<file path="src/rtl/flash_eng_pkg.sv">
package flash_eng_pkg;
  localparam int BYTE_W    = 8;
  localparam int NUM_DATA  = 4;
  localparam int MAX_BYTES = 9;
  localparam int IDX_W     = $clog2(MAX_BYTES);

  // Frame shape picked by the mode nibble
  typedef struct packed {
    logic       ok;
    logic       has_addr;
    logic       dummy;
    logic [2:0] n_wr;
    logic [2:0] n_rd;
  } shape_t;

  function automatic shape_t decode_shape(input logic [3:0] nib);
    shape_t s;
    s = '0;
    case (nib)
      4'h1: s.ok = 1'b1;
      4'h2: begin s.ok = 1'b1; s.n_wr = 3'd1; end
      4'h3: begin s.ok = 1'b1; s.n_rd = 3'd2; end
      4'h4: begin s.ok = 1'b1; s.has_addr = 1'b1; end
      4'h5: begin s.ok = 1'b1; s.has_addr = 1'b1; s.n_wr = 3'd1; end
      4'h6: begin s.ok = 1'b1; s.has_addr = 1'b1; s.n_wr = 3'd4; end
      4'h7: begin s.ok = 1'b1; s.has_addr = 1'b1; s.dummy = 1'b1; s.n_rd = 3'd4; end
      4'h8, 4'h9, 4'hA, 4'hB: begin
        s.ok = 1'b1; s.has_addr = 1'b1; s.n_rd = 3'(nib - 4'd7);
      end
      default: s = '0;
    endcase
    return s;
  endfunction

  // Bytes ahead of the write payload: opcode, address, dummy
  function automatic logic [IDX_W-1:0] head_len(input shape_t s);
    return IDX_W'(1) + (s.has_addr ? IDX_W'(3) : IDX_W'(0)) + IDX_W'(s.dummy);
  endfunction
endpackage

</file>
<file path="src/rtl/flash_eng_regs.sv">
module flash_eng_regs
  import flash_eng_pkg::*;
(
  input  logic                             clk,
  input  logic                             rst_n,
  input  logic                             wr_en,
  input  logic [2:0]                       wr_addr,
  input  logic [BYTE_W-1:0]                wr_data,
  input  logic [2:0]                       rd_addr,
  output logic [BYTE_W-1:0]                rd_data,
  input  logic                             busy,
  input  logic                             cap_en,
  input  logic [1:0]                       cap_idx,
  input  logic [BYTE_W-1:0]                cap_data,
  output logic                             start,
  output logic [BYTE_W-1:0]                opcode,
  output logic [BYTE_W-1:0]                addr_hi,
  output logic [BYTE_W-1:0]                addr_lo,
  output logic [NUM_DATA-1:0][BYTE_W-1:0]  data_q,
  output logic                             err
);
  logic [BYTE_W-1:0] mode_q;
  logic              host_wr;
  shape_t            req;

  assign host_wr = wr_en && !busy;
  assign req     = decode_shape(wr_data[7:4]);
  assign start   = host_wr && (wr_addr == 3'd1) && req.ok;

  always_ff @(posedge clk) begin
    if (!rst_n) begin
      opcode  <= '0;
      mode_q  <= '0;
      addr_hi <= '0;
      addr_lo <= '0;
      data_q  <= '0;
      err     <= 1'b0;
    end else begin
      if (host_wr) begin
        case (wr_addr)
          3'd0: opcode <= wr_data;
          3'd1: begin
            if (req.ok) mode_q <= wr_data;
            err <= !req.ok;
          end
          3'd2: addr_hi <= wr_data;
          3'd3: addr_lo <= wr_data;
          default: data_q[wr_addr[1:0]] <= wr_data;
        endcase
      end
      if (cap_en) data_q[cap_idx] <= cap_data;
    end
  end

  always_comb begin
    case (rd_addr)
      3'd0: rd_data = opcode;
      3'd1: rd_data = mode_q;
      3'd2: rd_data = addr_hi;
      3'd3: rd_data = addr_lo;
      default: rd_data = data_q[rd_addr[1:0]];
    endcase
  end


  busy_freeze_chk: assert property (@(posedge clk) disable iff (!rst_n)
    busy |=> $stable(opcode) && $stable(addr_hi) && $stable(addr_lo) && $stable(mode_q));


  bad_mode_chk: assert property (@(posedge clk) disable iff (!rst_n)
    (wr_en && !busy && wr_addr == 3'd1 && !req.ok) |=> err && $stable(mode_q));


  err_clear_chk: assert property (@(posedge clk) disable iff (!rst_n)
    start |=> !err);


  cap_in_frame_chk: assert property (@(posedge clk) disable iff (!rst_n)
    cap_en |-> busy);
endmodule

</file>
<file path="src/rtl/flash_eng_clkgen.sv">
module flash_eng_clkgen #(
  parameter int DIVW = 8
) (
  input  logic            clk,
  input  logic            rst_n,
  input  logic            run,
  input  logic [DIVW-1:0] div,
  output logic            tick
);
  logic [DIVW-1:0] cnt;

  assign tick = run && (cnt == div);

  always_ff @(posedge clk) begin
    if (!rst_n)            cnt <= '0;
    else if (!run || tick) cnt <= '0;
    else                   cnt <= cnt + 1'b1;
  end
endmodule

</file>
<file path="src/rtl/flash_eng_shifter.sv">
module flash_eng_shifter
  import flash_eng_pkg::*;
(
  input  logic                             clk,
  input  logic                             rst_n,
  input  logic                             start,
  input  logic [BYTE_W-1:0]                start_mode,
  input  logic [BYTE_W-1:0]                opcode,
  input  logic [BYTE_W-1:0]                addr_hi,
  input  logic [BYTE_W-1:0]                addr_lo,
  input  logic [NUM_DATA-1:0][BYTE_W-1:0]  data_q,
  input  logic                             tick,
  input  logic                             miso,
  output logic                             busy,
  output logic                             sclk,
  output logic                             cs_n,
  output logic                             mosi,
  output logic                             cap_en,
  output logic [1:0]                       cap_idx,
  output logic [BYTE_W-1:0]                cap_data
);
  typedef enum logic [1:0] {S_IDLE, S_RUN, S_TAIL} st_t;

  st_t               st;
  shape_t            shp;
  logic [3:0]        nib;
  logic [IDX_W-1:0]  bidx, nxt, hdr, n_tx, n_tot;
  logic [2:0]        bit_n;
  logic [BYTE_W-1:0] tx_sh, rx_sh, nxt_byte;

  assign busy  = (st != S_IDLE);
  assign mosi  = tx_sh[BYTE_W-1] & ~cs_n;
  assign hdr   = head_len(shp);
  assign n_tx  = hdr + IDX_W'(shp.n_wr);
  assign n_tot = n_tx + IDX_W'(shp.n_rd);
  assign nxt   = bidx + IDX_W'(1);

  // Byte that follows the current one; dummy and read slots send zero
  always_comb begin
    nxt_byte = '0;
    if (shp.has_addr && nxt == IDX_W'(1))      nxt_byte = {4'h0, nib};
    else if (shp.has_addr && nxt == IDX_W'(2)) nxt_byte = addr_hi;
    else if (shp.has_addr && nxt == IDX_W'(3)) nxt_byte = addr_lo;
    else if (nxt >= hdr && nxt < n_tx)         nxt_byte = data_q[2'(nxt - hdr)];
  end

  always_ff @(posedge clk) begin
    if (!rst_n) begin
      st       <= S_IDLE;
      shp      <= '0;
      nib      <= '0;
      bidx     <= '0;
      bit_n    <= '0;
      tx_sh    <= '0;
      rx_sh    <= '0;
      sclk     <= 1'b0;
      cs_n     <= 1'b1;
      cap_en   <= 1'b0;
      cap_idx  <= '0;
      cap_data <= '0;
    end else begin
      cap_en <= 1'b0;
      case (st)
        S_IDLE: if (start) begin
          st    <= S_RUN;
          shp   <= decode_shape(start_mode[7:4]);
          nib   <= start_mode[3:0];
          bidx  <= '0;
          bit_n <= 3'd7;
          tx_sh <= opcode;
          cs_n  <= 1'b0;
          sclk  <= 1'b0;
        end
        S_RUN: if (tick) begin
          if (!sclk) begin
            sclk  <= 1'b1;
            rx_sh <= {rx_sh[BYTE_W-2:0], miso};
          end else begin
            sclk <= 1'b0;
            if (bit_n == 3'd0) begin
              if (bidx >= n_tx) begin
                cap_en   <= 1'b1;
                cap_idx  <= 2'(bidx - n_tx);
                cap_data <= rx_sh;
              end
              if (bidx == n_tot - IDX_W'(1)) st <= S_TAIL;
              else begin
                bidx  <= nxt;
                tx_sh <= nxt_byte;
              end
              bit_n <= 3'd7;
            end else begin
              bit_n <= bit_n - 3'd1;
              tx_sh <= {tx_sh[BYTE_W-2:0], 1'b0};
            end
          end
        end
        S_TAIL: if (tick) begin
          cs_n <= 1'b1;
          st   <= S_IDLE;
        end
        default: st <= S_IDLE;
      endcase
    end
  end


  idle_lines_chk: assert property (@(posedge clk) disable iff (!rst_n)
    !busy |-> cs_n && !sclk);


  sclk_on_tick_chk: assert property (@(posedge clk) disable iff (!rst_n)
    !tick |=> $stable(sclk));


  mosi_steady_chk: assert property (@(posedge clk) disable iff (!rst_n)
    sclk |=> !sclk || $stable(mosi));


  no_clk_outside_chk: assert property (@(posedge clk) disable iff (!rst_n)
    cs_n |-> !sclk);
endmodule

</file>
<file path="src/rtl/flash_cmd_engine.sv">
module flash_cmd_engine
  import flash_eng_pkg::*;
#(
  parameter int DIVW = 8
) (
  input  logic            clk,
  input  logic            rst_n,
  input  logic            wr_en,
  input  logic [2:0]      wr_addr,
  input  logic [7:0]      wr_data,
  input  logic [2:0]      rd_addr,
  output logic [7:0]      rd_data,
  input  logic [DIVW-1:0] clk_div,
  output logic            busy,
  output logic            err,
  output logic            spi_sclk,
  output logic            spi_cs_n,
  output logic            spi_mosi,
  input  logic            spi_miso
);
  logic                            start, tick, cap_en;
  logic [1:0]                      cap_idx;
  logic [BYTE_W-1:0]               cap_data, opcode, addr_hi, addr_lo;
  logic [NUM_DATA-1:0][BYTE_W-1:0] data_q;

  flash_eng_regs u_regs (
    .clk(clk), .rst_n(rst_n), .wr_en(wr_en), .wr_addr(wr_addr), .wr_data(wr_data),
    .rd_addr(rd_addr), .rd_data(rd_data), .busy(busy), .cap_en(cap_en),
    .cap_idx(cap_idx), .cap_data(cap_data), .start(start), .opcode(opcode),
    .addr_hi(addr_hi), .addr_lo(addr_lo), .data_q(data_q), .err(err)
  );

  flash_eng_clkgen #(.DIVW(DIVW)) u_clk (
    .clk(clk), .rst_n(rst_n), .run(busy), .div(clk_div), .tick(tick)
  );

  flash_eng_shifter u_shift (
    .clk(clk), .rst_n(rst_n), .start(start), .start_mode(wr_data), .opcode(opcode),
    .addr_hi(addr_hi), .addr_lo(addr_lo), .data_q(data_q), .tick(tick),
    .miso(spi_miso), .busy(busy), .sclk(spi_sclk), .cs_n(spi_cs_n), .mosi(spi_mosi),
    .cap_en(cap_en), .cap_idx(cap_idx), .cap_data(cap_data)
  );
endmodule

</file>
<file path="config.mk">
export PLATFORM = sky130hd
export DESIGN_NAME = flash_cmd_engine
export DESIGN_NICKNAME = d
export VERILOG_FILES = /design/src/rtl/flash_eng_pkg.sv /design/src/rtl/flash_eng_regs.sv /design/src/rtl/flash_eng_clkgen.sv /design/src/rtl/flash_eng_shifter.sv /design/src/rtl/flash_cmd_engine.sv
export SDC_FILE = /design/constraint.sdc
export NUM_CORES = 1
export LEC_CHECK = 0
export ABC_AREA = 1
export BUFFER_PORTS_ARGS = -buffer_cell sky130_fd_sc_hd__buf_2
export CAP_MARGIN = 10
export CORE_MARGIN = 5
export CORE_UTILIZATION = 35
export CTS_BUF_LIST = sky130_fd_sc_hd__clkbuf_16
export CTS_CLUSTER_SIZE = 28
export DETAILED_ROUTE_END_ITERATION = 8
export GPL_TIMING_DRIVEN = 0
export MAX_ROUTING_LAYER = met4
export SLEW_MARGIN = 20
export SYNTH_ARGS = -nofsm -noshare
export SYNTH_HDL_FRONTEND = slang
export SYNTH_HIERARCHICAL = 1
export SYNTH_SLANG_ARGS = --single-unit
export TNS_END_PERCENT = 5
</file>
<file path="constraint.sdc">
create_clock -name clk -period 3.6 [get_ports clk]
set_input_delay 0.36 -clock clk [delete_from_list [all_inputs] [get_ports clk]]
set_output_delay 0.36 -clock clk [all_outputs]
set_load 0.01 [all_outputs]
</file>
# Word-level counts from Yosys, hierarchy flattened
# Index checks and enable logic that the tools add are counted.
dict set report totals {
  ff_bits 123
  latchBits 0
  mem_bits_rw 0
  rom_bits 0
  in_bits 26
  output_inout_bits 13
  elab_cells 178
  memories 0
}
dict set report classes {
  n_addsub 11
  multipliers 0
  n_div 0
  magnitude_cmp 9
  eq_ne 32
  n_shift 0
  n_mux 56
  bitwise_logic 4
  n_reduce_logical 41
}
# operator count
set op_table {}
lappend op_table {{$mux 32} 4}
lappend op_table {{$mux 8} 13}
lappend op_table {{$bwmux 32} 2}
lappend op_table {{$bmux 8 s2} 2}
lappend op_table {{$demux 8 s2} 2}
lappend op_table {{$pmux 8 s4} 1}
lappend op_table {{$mux 4} 5}
lappend op_table {{$eq 4x2->1 const B} 4}
lappend op_table {{$eq 4x3->1 const B} 4}
lappend op_table {{$eq 4x4->1 const B} 4}
lappend op_table {{$pmux 8 s2} 1}
lappend op_table {{$reduce_and 5->1} 3}
lappend op_table {{$mux 2} 7}
lappend op_table {{$eq 3x2->1 const B} 4}
lappend op_table {{$lt 2x3->1 const B} 4}
lappend op_table {{$mux 3} 4}
lappend op_table {{$pmux 3 s2} 2}
lappend op_table {{$reduce_and 3->1} 4}
lappend op_table {{$reduce_and 6->1} 2}
lappend op_table {{$reduce_or 11->1} 1}
lappend op_table {{$logic_and 1x1->1} 10}
lappend op_table {{$reduce_and 2->1} 5}
lappend op_table {{$logic_not 3->1} 3}
lappend op_table {{$pmux 3 s3} 1}
lappend op_table {{35 further kinds} 61}

# Depth between registers and ports, before layout
# Gate-level depths: netlist of the first run.
dict set report logic_depth {
  word_depth 15
  mapped_depth 18
  depth_no_buf 17
}

# Hierarchy
# Netlist of the first run, hierarchy kept.
# mod instances cells_each area_each_um2 seq_area_each_um2
set modules_own_cells {}
lappend modules_own_cells {flash_eng_regs 1 578 3542.1 1301.2}
lappend modules_own_cells {flash_eng_shifter 1 502 3483.3 980.9}
lappend modules_own_cells {flash_eng_clkgen 1 74 511.7 160.2}

# Worst setup path after synthesis of the first run
# No wires, ideal clock.
dict set report synth_timing {
  path_kind {flip-flop to flip-flop}
  startpoint {reg u_shift/shp[6] in the netlist's numbering}
  endpoint {reg u_shift.tx_sh[6]}
  setup_ps 114
  arrival_time_ps 2639
  required_ps 3486
  setup_slack_ps 847
  path_stages_with_launch 18
  n_path_buf 1
  synth_period_minus_slack_ps 2753
  cell_sequence {dfxtp_1 -> inv_1 -> fa_1 -> ha_1 -> inv_1 -> ha_1 -> inv_1 -> fa_1 -> xnor2_1 -> nor2_2 -> nand2_2 -> nor2_4 -> nand2_2 -> nand2_4 -> buf_12 -> nand2_1 -> nand2_1 -> a21oi_2}
}
dict set report synth_via {
  elab_chain_cells 13
  elab_cells_between_ends 22
  classes_between {5 x add/sub; 2 x order compare; 2 x eq/ne; 11 x mux; 2 x reduce/logical}
}
# item line_no
set synth_rtl {}
lappend synth_rtl {{start, declared} flash_eng_shifter.sv:25} ;# shape_t shp;
lappend synth_rtl {{start signal, assigned} flash_eng_shifter.sv:66} ;# shp <= decode_shape(start_mode[7:4]);
lappend synth_rtl {{$add 4x1->4 (*)} flash_eng_pkg.sv:37} ;# return IDX_W'(1) + (s.has_addr ? IDX_W'(3) : IDX_W'(0)) + IDX_W'(s.dummy);
lappend synth_rtl {{$add 4x3->4 / $sub 2x2->2 (equally long branches)} {flash_eng_shifter.sv:34, flash_eng_shifter.sv:44}}
lappend synth_rtl {{$lt 4x4->1 / $bmux 8 s2 (equally long branches)} flash_eng_shifter.sv:44} ;# else if (nxt >= hdr && nxt < n_tx) nxt_byte = data_q[2'(nxt - hdr)];
lappend synth_rtl {{$logic_and 1x1->1 / $mux 8 (equally long branches)} flash_eng_shifter.sv:44}
lappend synth_rtl {{$mux 8} flash_eng_shifter.sv:44}
lappend synth_rtl {{$mux 8} flash_eng_shifter.sv:43} ;# else if (shp.has_addr && nxt == IDX_W'(3)) nxt_byte = addr_lo;
lappend synth_rtl {{$mux 8} flash_eng_shifter.sv:42} ;# else if (shp.has_addr && nxt == IDX_W'(2)) nxt_byte = addr_hi;
lappend synth_rtl {{$mux 8} flash_eng_shifter.sv:41} ;# if (shp.has_addr && nxt == IDX_W'(1)) nxt_byte = {4'h0, nib};
lappend synth_rtl {{$mux 8} flash_eng_shifter.sv:86} ;# if (bidx == n_tot - IDX_W'(1)) st <= S_TAIL;
lappend synth_rtl {{$mux 8} flash_eng_shifter.sv:80} ;# if (bit_n == 3'd0) begin
lappend synth_rtl {{$mux 8} flash_eng_shifter.sv:75} ;# if (!sclk) begin
lappend synth_rtl {{$mux 8} flash_eng_shifter.sv:74} ;# S_RUN: if (tick) begin
lappend synth_rtl {{$pmux 8 s2} flash_eng_shifter.sv:63} ;# case (st)
lappend synth_rtl {{end signal, assigned} flash_eng_shifter.sv:70} ;# tx_sh <= opcode;
lappend synth_rtl {{end signal, assigned} flash_eng_shifter.sv:89} ;# tx_sh <= nxt_byte;
lappend synth_rtl {{end signal, assigned} flash_eng_shifter.sv:94} ;# tx_sh <= {tx_sh[BYTE_W-2:0], 1'b0};
lappend synth_rtl {{end, declared} flash_eng_shifter.sv:29} ;# logic [BYTE_W-1:0] tx_sh, rx_sh, nxt_byte;
# Mark *: on every way between the ends. The rest lies on a longest branch, timed or not. The select of a mux whose other input is x is not followed.
# A chain may end at the register's enable or synchronous reset.

# Worst setup path after layout of the first run
dict set report layout_timing {
  startpoint {reg u_shift.bidx[0]}
  endpoint {reg u_shift.tx_sh[2]}
}
dict set report layout_via {
  elab_chain_cells 13
  elab_cells_between_ends 25
  classes_between {2 x add/sub; 2 x order compare; 5 x eq/ne; 11 x mux; 5 x reduce/logical}
}
# item line_no
set layout_rtl {}
lappend layout_rtl {{start, declared} flash_eng_shifter.sv:27} ;# logic [IDX_W-1:0] bidx, nxt, hdr, n_tx, n_tot;
lappend layout_rtl {{start signal, assigned} flash_eng_shifter.sv:88} ;# bidx <= nxt;
lappend layout_rtl {{$add 4x1->4} flash_eng_shifter.sv:36} ;# assign nxt = bidx + IDX_W'(1);
lappend layout_rtl {{$sub 2x2->2} flash_eng_shifter.sv:44}
lappend layout_rtl {{$bmux 8 s2} flash_eng_shifter.sv:44}
lappend layout_rtl {{$mux 8 (implied by the code)} flash_eng_shifter.sv:44}
lappend layout_rtl {{$mux 8} flash_eng_shifter.sv:44}
lappend layout_rtl {{$mux 8} flash_eng_shifter.sv:43}
lappend layout_rtl {{$mux 8} flash_eng_shifter.sv:42}
lappend layout_rtl {{$mux 8} flash_eng_shifter.sv:41}
lappend layout_rtl {{$mux 8} flash_eng_shifter.sv:86}
lappend layout_rtl {{$mux 8} flash_eng_shifter.sv:80}
lappend layout_rtl {{$mux 8} flash_eng_shifter.sv:75}
lappend layout_rtl {{$mux 8} flash_eng_shifter.sv:74}
lappend layout_rtl {{$pmux 8 s2} flash_eng_shifter.sv:63}
# Parallel ways exist; a longest one is shown, timed or not. The select of a mux whose other input is x is not followed.

==> impl_metrics.ini, run 1 <==
[outcome]
status = finished clean

[drt]
wl_mm = 22.4
route.met2.wl_mm = 9.95
drc_errors = 0
met1_length_mm = 10.3
vias = 7323
drtPass1Iterations = 5
highest_layer = met4
wl_per_cell_um = 15.0
wl_met3_mm = 1.57
dr.first_iter.drc_count = 824
drtAntennaViolNets = 0
via_per_inst = 4.89

[cts]
cts_made_buffers = 17
cts_tree = done
cts_resized = 0
cts.sinks = 122
postCtsHoldBufs = 0
post_cts_buffers = 0
htree_levels = 4
clock_latency_ns = 0.42
clockRootBuffer = clkbuf_16
clk_pin_slew_ns = 0.05
clk_path_buf_depth = 2

[cells_and_area]
fin_cells = 1497
area_delta_synth_final_pct = 14.2
layout-drive-gt1-share_pct = 13.9
post-route-cell-area_um2 = 8610
fin_util_pct = 40.8
final_nets = 1270

[pwr]
power.density_nw_per_um2 = 398
p_total_mw = 3.43
ir_worst_vdd_v = 0.000313
p_leak_nw = 4.14

[sta]
setup-tns-final_ns = 0
finalCritPeriodShare_pct = 88.8
grt_setup_unrepaired = no
finClkSkew_ns = 0.0106
fmax_ghz = 0.313
slew_viol_final = 0
tightest_slew_ns = 0.752
fin_hold_ws_ns = 0.167
period_minus_slack_ns = 3.20
hold_violations = 0
setup-violations-final = 0
slew-limit-headroom_pct = 49.9
layout_setup_ws_ns = 0.403

[grt]
grt_pass1_vias = 6824
grt_overflow = 0
grt_use_total_pct = 19.4
grt_start_max_net_pins = 17
grt_pass1_wl_mm = 36.3
antenna_found_initial = 2

[setup_path]
crit_path_frequent_cell = nand2_1
cp_data_arrival_time_ns = 3.54
worst-path-buf-inv = 5
r2r_cells = 17
r2r_slack_ns = 0.40
r2r-end = u_shift/tx_sh[2]
start_kind = flop
cp_top_family = adder cells
r2r-start = u_shift/bidx[0]
path_class = flop to flop
worst-path-max-fanout = 10
crit_slowest_cell = fa_1
crit_path_end_kind = flop
cp_slowest_stage_delay_ns = 0.58
cp.required_ns = 3.94
path_cells = inv_1 -> ha_1 -> inv_1 -> fa_1 -> buf_2 -> inv_1 -> nor2_1 -> o21ai_0 -> nand2_1 -> nand2_1 -> inv_1 -> nand2_1 -> nand2_1 -> nand2_1 -> nand2_1 -> nand2_1 -> a21oi_2

[synthesis]
synth_edf_count = 0
ys_async_sr_fraction_pct = 0
yosys_warnings = 6
synth_seq_cells = 122
netlist_area_um2 = 7540
syn_nets = 1214
ys_seq_area_share_pct = 32.4
synth_area_per_cell_um2 = 6.53
ys_types = 46
synthesis.instances = 1154
synth_ff_type = dfxtp_1

[floorplanning]
fp.dieW_um = 157
core_um2 = 21100
fp.dieArea_um2 = 24600
dieHeight_um = 157
io_pins = 39
rows = 53
start_util_pct = 35.7

[place]
post-place-ws_ns = 0.411
place_area_um2 = 8070
dpl.hpwl_mm = 17.0
post-place-cells = 1466
gp_congestion = 0.912
port_buffers = 37

[worst_hold_path]
whs_path_depth = 3
hold_class = input pin to flop
min-delay-start = spi_miso
hold_end = u_shift/rx_sh[0]

[flow_run]
max-cap-violations = 0
[synthesized netlist by cell type (2+ instances only)]
master	instances	share of area (%)
inv_2	16	0.80
xor2_1	7	0.81
nand2_4	2	0.30
nand3_2	4	0.53
inv_1	132	6.6
xnor2_1	10	1.2
a221oi_1	4	0.46
dfxtp_1	122	32
nor2_2	22	1.8
ha_1	31	5.1
a21oi_1	49	3.3
a211oi_1	3	0.30
a21oi_2	9	1.0
inv_4	2	0.17
buf_4	5	0.50
clkbuf_1	15	0.75
nor3_4	3	0.65
nor2_1	193	9.6
nand3_1	81	5.4
nand2_2	11	0.91
nor2_4	10	1.5
nor2_8	2	0.53
buf_2	11	0.73
o21ai_1	10	0.66
nand2_1	291	14
o21ai_0	69	4.6
buf_6	3	0.45
a21o_1	2	0.20
fa_1	3	0.80
o211ai_1	4	0.40
o22ai_1	6	0.50
nand4_1	8	0.66
[logic make-up after synthesis]
family	Yosys count	synth area share, %
buf+inv	187	10.3
fa+ha+maj	34	5.94
xor+xnor	18	2.34
flops	122	32.4
simple gates	633	37.1
compound gates	160	11.8
[registers in the layout, summed over array words and instances, names as in the netlist, 2 cells and up]
register          count
u_regs/data_q        32
u_clk/cnt             8
u_regs/addr_hi        8
u_regs/addr_lo        8
u_regs/mode_q         8
u_regs/opcode         8
u_shift/cap_data      8
u_shift/rx_sh         8
u_shift/tx_sh         8
u_shift/shp           7
u_shift/bidx          4
u_shift/nib           4
u_shift/bit_n         3
u_shift/cap_idx       2
u_shift/st            2
[metal layers]
layer | vias up | global-route usage, %
met2 | 254 | 29.5
met1 | 3293 | 25.9
li1 | 3740 | -
met4 | 0 | 7.15
met5 | - | -
met3 | 36 | 3.29
[power breakdown]
group	internal [mW]	leakage [nW]	total, mW	switching, mW
Combinational	0.141	2.89	0.424	0.283
Clock	0.989	0.268	1.60	0.606
Sequential	1.38	0.987	1.41	0.0270
[placed cells by master, fill, tap and decap left out, types with 2 or more instances in the layout]
cell	synthesis	routed
a211oi_1	3	3
a21o_1	2	2
a21oi_1	49	49
a21oi_2	9	9
a221oi_1	4	4
buf_2	11	48
buf_4	5	5
buf_6	3	3
bufinv_16	0	2
clkbuf_1	15	15
clkbuf_16	0	17
clkinv_1	1	4
clkinv_2	0	4
dfxtp_1	122	122
diode_2	0	2
fa_1	3	3
ha_1	31	31
inv_1	132	133
inv_2	16	16
inv_4	2	2
nand2_1	291	291
nand2_2	11	11
nand2_4	2	2
nand3_1	81	81
nand3_2	4	4
nand4_1	8	8
nor2_1	193	193
nor2_2	22	22
nor2_4	10	10
nor2_8	2	2
nor3_4	3	3
o211ai_1	4	4
o21ai_0	69	69
o21ai_1	10	10
o22ai_1	6	6
xnor2_1	10	10
xor2_1	7	7
[layout make-up]
class                   count  area [um2]
fillers                  2280       12500
multi-input cells         845        4320
flip-flops and latches    122        2440
inverters                 151         572
clock buffers              17         425
well taps                 275         344
plain buffers              36         208
repair buffers             37         185
clock inverters            12         111
diodes                      2        5.00
[worst max-delay path by stage]
stage                               start                to  cells after the start
after floorplan            u_shift/shp[6]  u_shift/tx_sh[6]                     17
after global placement    u_shift/bidx[0]  u_shift/tx_sh[1]                     17
after detailed placement  u_shift/bidx[0]  u_shift/tx_sh[2]                     17
after CTS                 u_shift/bidx[0]  u_shift/tx_sh[2]                     17
after global routing      u_shift/bidx[0]  u_shift/tx_sh[1]                     17
final                     u_shift/bidx[0]  u_shift/tx_sh[2]                     17
[worst register-to-register path, delay by kind of cell, from the launching register on]
| family | cells | cell delay [ns] |
|---|---|---|
| fa+ha+maj | 2 | 0.98 |
| flops | 1 | 0.57 |
| buf+inv | 5 | 0.74 |
| compound gates | 2 | 0.20 |
| simple gates | 8 | 0.66 |
Note: power is estimated with default switching activity, not from simulation.
==> run 2, diff against run 1 <==
--- a/config.mk
+++ b/config.mk
@@ -14,7 +14,9 @@
 export CTS_CLUSTER_SIZE = 28
 export DETAILED_ROUTE_END_ITERATION = 8
 export GPL_TIMING_DRIVEN = 0
+export HOLD_SLACK_MARGIN = 0.06
 export MAX_ROUTING_LAYER = met4
+export RECOVER_POWER = 50
 export SLEW_MARGIN = 20
 export SYNTH_ARGS = -nofsm -noshare
 export SYNTH_HDL_FRONTEND = slang
==> run 2 against run 1 <==
- wire length hardly changed
- setup slack lost 0.0090 ns
- register-to-register slack barely moved
- sequential share of layout area is 0.27 points higher
- count of clock-buffer cells in the layout unchanged
- critical path depth unchanged
- non-clock buffer count did not move
- clock power barely moved
- critical path type unchanged
- largest cell class unchanged
==> impl_metrics.ini, run 2 (same netlist as run 1, synthesis figures left out) <==
[outcome]
status = finished clean

[sta]
period_minus_slack_ns = 3.21
hold_violations = 0
slew_viol_final = 0
finClkSkew_ns = 0.0117
setup-tns-final_ns = 0
fin_hold_ws_ns = 0.166
setup-violations-final = 0
fmax_ghz = 0.312
slew-limit-headroom_pct = 49.2
tightest_slew_ns = 0.760
grt_setup_unrepaired = no
finalCritPeriodShare_pct = 89.1

[floorplanning]
dieHeight_um = 157
fp.dieW_um = 157
rows = 53
fp.dieArea_um2 = 24600
io_pins = 39
start_util_pct = 35.7
core_um2 = 21100

[cts]
htree_levels = 4
cts_resized = 0
cts_tree = done
cts.sinks = 122
clk_pin_slew_ns = 0.05
cts_made_buffers = 17
clock_latency_ns = 0.42
clockRootBuffer = clkbuf_16
clk_path_buf_depth = 2
post_cts_buffers = 0
postCtsHoldBufs = 0

[setup_path]
cp.required_ns = 3.94
crit_path_frequent_cell = nand2_1
cp_top_family = adder cells
cp_slowest_stage_delay_ns = 0.58
cp_data_arrival_time_ns = 3.55
path_cells = inv_1 -> ha_1 -> inv_1 -> fa_1 -> buf_2 -> inv_1 -> nor2_1 -> o21ai_0 -> nand2_1 -> nand2_1 -> inv_1 -> nand2_1 -> nand2_1 -> nand2_1 -> nand2_1 -> nand2_1 -> a21oi_2
crit_path_end_kind = flop
worst-path-buf-inv = 5
worst-path-max-fanout = 10
crit_slowest_cell = fa_1
path_class = flop to flop
start_kind = flop

[cells_and_area]
final_nets = 1270
fin_cells = 1497
area_delta_synth_final_pct = 13.1
largest-register = u_regs/data_q
layout.cells.most_common = nand2_1
largest_reg_flops = 32
post-route-cell-area_um2 = 8530
layout-drive-gt1-share_pct = 12.1
final_cell_mix = 292 x nand2_1, 202 x nor2_1, 133 x inv_1

[place]
gp_congestion = 0.912
port_buffers = 37
place_area_um2 = 8070
post-place-cells = 1466
dpl.hpwl_mm = 17.0

[grt]
grt_overflow = 0
grt_pass1_wl_mm = 36.3
antenna_found_initial = 2
grt_pass1_vias = 6824
grt_start_max_net_pins = 17
grt_busiest_layer = met2
grt_use_total_pct = 19.4
grt_use_met3_pct = 3.29
grtUsageMet2_pct = 29.5
grt_util_met1_pct = 25.9

[pwr]
ir_worst_vdd_v = 0.000313
p_leak_nw = 4.10
p_total_mw = 3.42
power.density_nw_per_um2 = 402

[worst_hold_path]
hold_class = input pin to flop

[drt]
wl_mm = 22.4
drtAntennaViolNets = 0
via_per_inst = 4.88
vias = 7307
drc_errors = 0
drtPass1Iterations = 5
dr.first_iter.drc_count = 898
wl_per_cell_um = 15.0

[flow_run]
max-cap-violations = 0
## run 2: changes by cell type in the layout (fill, tap and decap cells not counted), moves of 4 or more
| cell | delta |
|---|---|
| nor2_4 | -5 |
| buf_2 | -8 |
| clkbuf_1 | +9 |
| nor2_1 | +9 |
| nor2_2 | -4 |
## run 2: path summary, 6_finish.rpt
check | startpoint | end | slack, ns | cells after the start
setup reg to reg | u_shift/bidx[0] | u_shift/tx_sh[2] | 0.39 | 17
setup / recovery | u_shift/bidx[0] | u_shift/tx_sh[2] | 0.39 | 17
hold / removal | spi_miso | u_shift/rx_sh[0] | 0.17 | 3
hold reg to reg | u_shift/bit_n[0] | u_shift/bit_n[0] | 0.45 | 1
## run 2: area by class of cell
| class | count | area, um2 |
|---|---|---|
| antenna | 2 | 5.00 |
| buffer | 36 | 199 |
| clock buffer | 17 | 425 |
| clock inverter | 12 | 111 |
| fill | 2298 | 12600 |
| inverter | 151 | 572 |
| multi-input combinational | 845 | 4250 |
| sequential | 122 | 2440 |
| tap | 275 | 344 |
| timing repair buffer | 37 | 176 |
## run 2: layer usage
metal  routed length, um  up-vias
met5                   0        -
met4                 623        0
li1                    -     3743
met1               10200     3306
met2                9970      224
met3                1610       34
## run 2: per-stage QoR
step	util, %	worst slack (ns)
finish	40.4	0.394
global route	40.4	0.172
CTS	40.8	0.404
detailed placement	38.3	0.411
global placement	38.3	0.466
floorplan	-	0.847
## run 2: worst register-to-register path: stages (launching register included)
cell     delay, ns
dfxtp_1       0.57
inv_1         0.20
ha_1          0.40
inv_1         0.08
fa_1          0.58
buf_2         0.22
inv_1         0.18
nor2_1        0.13
o21ai_0       0.09
nand2_1       0.14
nand2_1       0.08
inv_1         0.06
nand2_1       0.04
nand2_1       0.06
nand2_1       0.08
nand2_1       0.07
nand2_1       0.05
a21oi_2       0.12
## run 2: power by group
group	total [mW]	internal (mW)	switching, mW
Sequential	1.41	1.38	0.0270
Combinational	0.415	0.137	0.278
Clock	1.60	0.990	0.608
==> run 3, diff against run 2 <==
--- a/config.mk
+++ b/config.mk
@@ -10,7 +10,6 @@
 export CAP_MARGIN = 10
 export CORE_MARGIN = 5
 export CORE_UTILIZATION = 35
-export CTS_BUF_LIST = sky130_fd_sc_hd__clkbuf_16
 export CTS_CLUSTER_SIZE = 28
 export DETAILED_ROUTE_END_ITERATION = 8
 export GPL_TIMING_DRIVEN = 0
==> run 3 against run 2 <==
- maximum frequency fell by 0.57%
- sequential power about the same
- clock skew up 0.0044 ns
- count of clock-buffer cells in the layout increased by 4
- cell count did not move
- die area stayed put
- critical endpoint unchanged
- largest cell class unchanged
- highest routed layer unchanged
==> impl_metrics.ini, run 3 (same netlist as run 1, synthesis figures left out) <==
[cts]
cts.sinks = 122
clockRootBuffer = clkbuf_16
cts_tree = done
clk_pin_slew_ns = 0.05
htree_levels = 4
clock_latency_ns = 0.42
cts_made_buffers = 17
postCtsHoldBufs = 0
clk_path_buf_depth = 2
post_cts_buffers = 0
cts_resized = 0

[floorplanning]
core_um2 = 21100
start_util_pct = 35.7
fp.dieW_um = 157
io_pins = 39
dieHeight_um = 157
fp.dieArea_um2 = 24600
rows = 53

[setup_path]
path_class = flop to flop
worst-path-max-fanout = 10
r2r_slack_ns = 0.38
start_kind = flop
cp_data_arrival_time_ns = 3.57
crit_path_end_kind = flop
cp.required_ns = 3.95

[place]
port_buffers = 37
dpl.hpwl_mm = 17.0
gp_congestion = 0.912
place_area_um2 = 8070
post-place-cells = 1466

[cells_and_area]
final-seq-area_um2 = 2440
fin_cells = 1497
largest_reg_flops = 32
largest-register = u_regs/data_q
layout.cells.most_common = nand2_1
post-route-cell-area_um2 = 8560
area_delta_synth_final_pct = 13.5
num-fill-cells = 2294
final_cell_mix = 292 x nand2_1, 202 x nor2_1, 132 x inv_1
layout-drive-gt1-share_pct = 12.4
final_nets = 1270
multi_input_area_um2 = 4250

[sta]
slew-limit-headroom_pct = 48.0
grt_setup_unrepaired = no
slew_viol_final = 0
finalCritPeriodShare_pct = 89.6
tightest_slew_ns = 0.777
hold_violations = 0
finClkSkew_ns = 0.0161
period_minus_slack_ns = 3.22
setup-violations-final = 0
fmax_ghz = 0.310
setup-tns-final_ns = 0

[drt]
wl_mm = 22.5
drtAntennaViolNets = 0
drc_errors = 0
via_per_inst = 4.89
vias = 7320
dr.first_iter.drc_count = 783
wl_per_cell_um = 15.0
drtPass1Iterations = 5

[grt]
grt_overflow = 0
grt_pass1_wl_mm = 36.3
grt_start_max_net_pins = 17
grt_use_total_pct = 19.4
grt_pass1_vias = 6834
antenna_found_initial = 2

[pwr]
ir_worst_vdd_v = 0.000326
power.switching_uw = 920
power_frac_comb_pct = 11.9
power.density_nw_per_um2 = 409
p_leak_nw = 4.12
switching_share_pct = 26.3
seq_power_share_pct = 40.3
internal-power_mw = 2.58
power_frac_clock_pct = 47.8

[outcome]
status = finished clean

[flow_run]
max-cap-violations = 0

[worst_hold_path]
hold_class = input pin to flop
## run 3: through the flow
stage | utilization, % | power (mW) | worst slack [ns] | hold slack (ns)
6_report | 40.6 | 3.50 | 0.375 | 0.161
5_1_grt | 40.6 | 3.63 | 0.165 | 0.157
4_1_cts | 40.9 | 3.52 | 0.404 | 0.152
3_5_place_dp | 38.3 | 1.86 | 0.411 | 0.451
3_3_place_gp | 38.3 | 1.85 | 0.466 | 0.436
2_1_floorplan | - | 1.72 | 0.847 | 0.422
## run 3: layout make-up
type	instances	share of cell area, %
Antenna cell	2	0.0585
Buffer	36	2.33
Clock buffer	21	5.50
Clock inverter	8	1.13
Inverter	151	6.68
Multi-Input combinational cell	845	49.7
Sequential cell	122	28.5
Tap cell	275	4.02
Timing Repair Buffer	37	2.06
## run 3: final timing paths
path / cells past startpoint / end / startpoint
max: 17 / u_shift/tx_sh[2] / u_shift/bidx[0]
min: 3 / u_shift/rx_sh[0] / spi_miso
max reg2reg: 17 / u_shift/tx_sh[2] / u_shift/bidx[0]
min reg2reg: 1 / u_shift/bit_n[0] / u_shift/bit_n[0]
## run 3: routing by layer
| layer | track usage [%] | share of wire [%] | vias to the layer above |
|---|---|---|---|
| met5 | - | 0 | - |
| met4 | 7.36 | 2.7 | 0 |
| met3 | 3.13 | 7.2 | 31 |
| met2 | 29.5 | 44 | 244 |
| met1 | 25.9 | 46 | 3303 |
| li1 | - | - | 3742 |
## run 3: critical path, cell delays in order, from the launching register on
cell and delay (ns):
dfxtp_1 0.57, inv_1 0.20, ha_1 0.40, inv_1 0.08
fa_1 0.57, buf_2 0.22, inv_1 0.18, nor2_1 0.13
o21ai_0 0.08, nand2_1 0.14, nand2_1 0.07, inv_1 0.06
nand2_1 0.04, nand2_1 0.06, nand2_1 0.09, nand2_1 0.07
nand2_1 0.06, a21oi_2 0.12
## run 3: power groups by stage
stage | registers (mW) | clock network (mW) | logic, mW
after floorplan | 1.43 | 0 | 0.294
after global placement | 1.44 | 0 | 0.416
after detailed placement | 1.44 | 0 | 0.420
after CTS | 1.41 | 1.69 | 0.422
after global routing | 1.41 | 1.76 | 0.466
final | 1.41 | 1.67 | 0.416
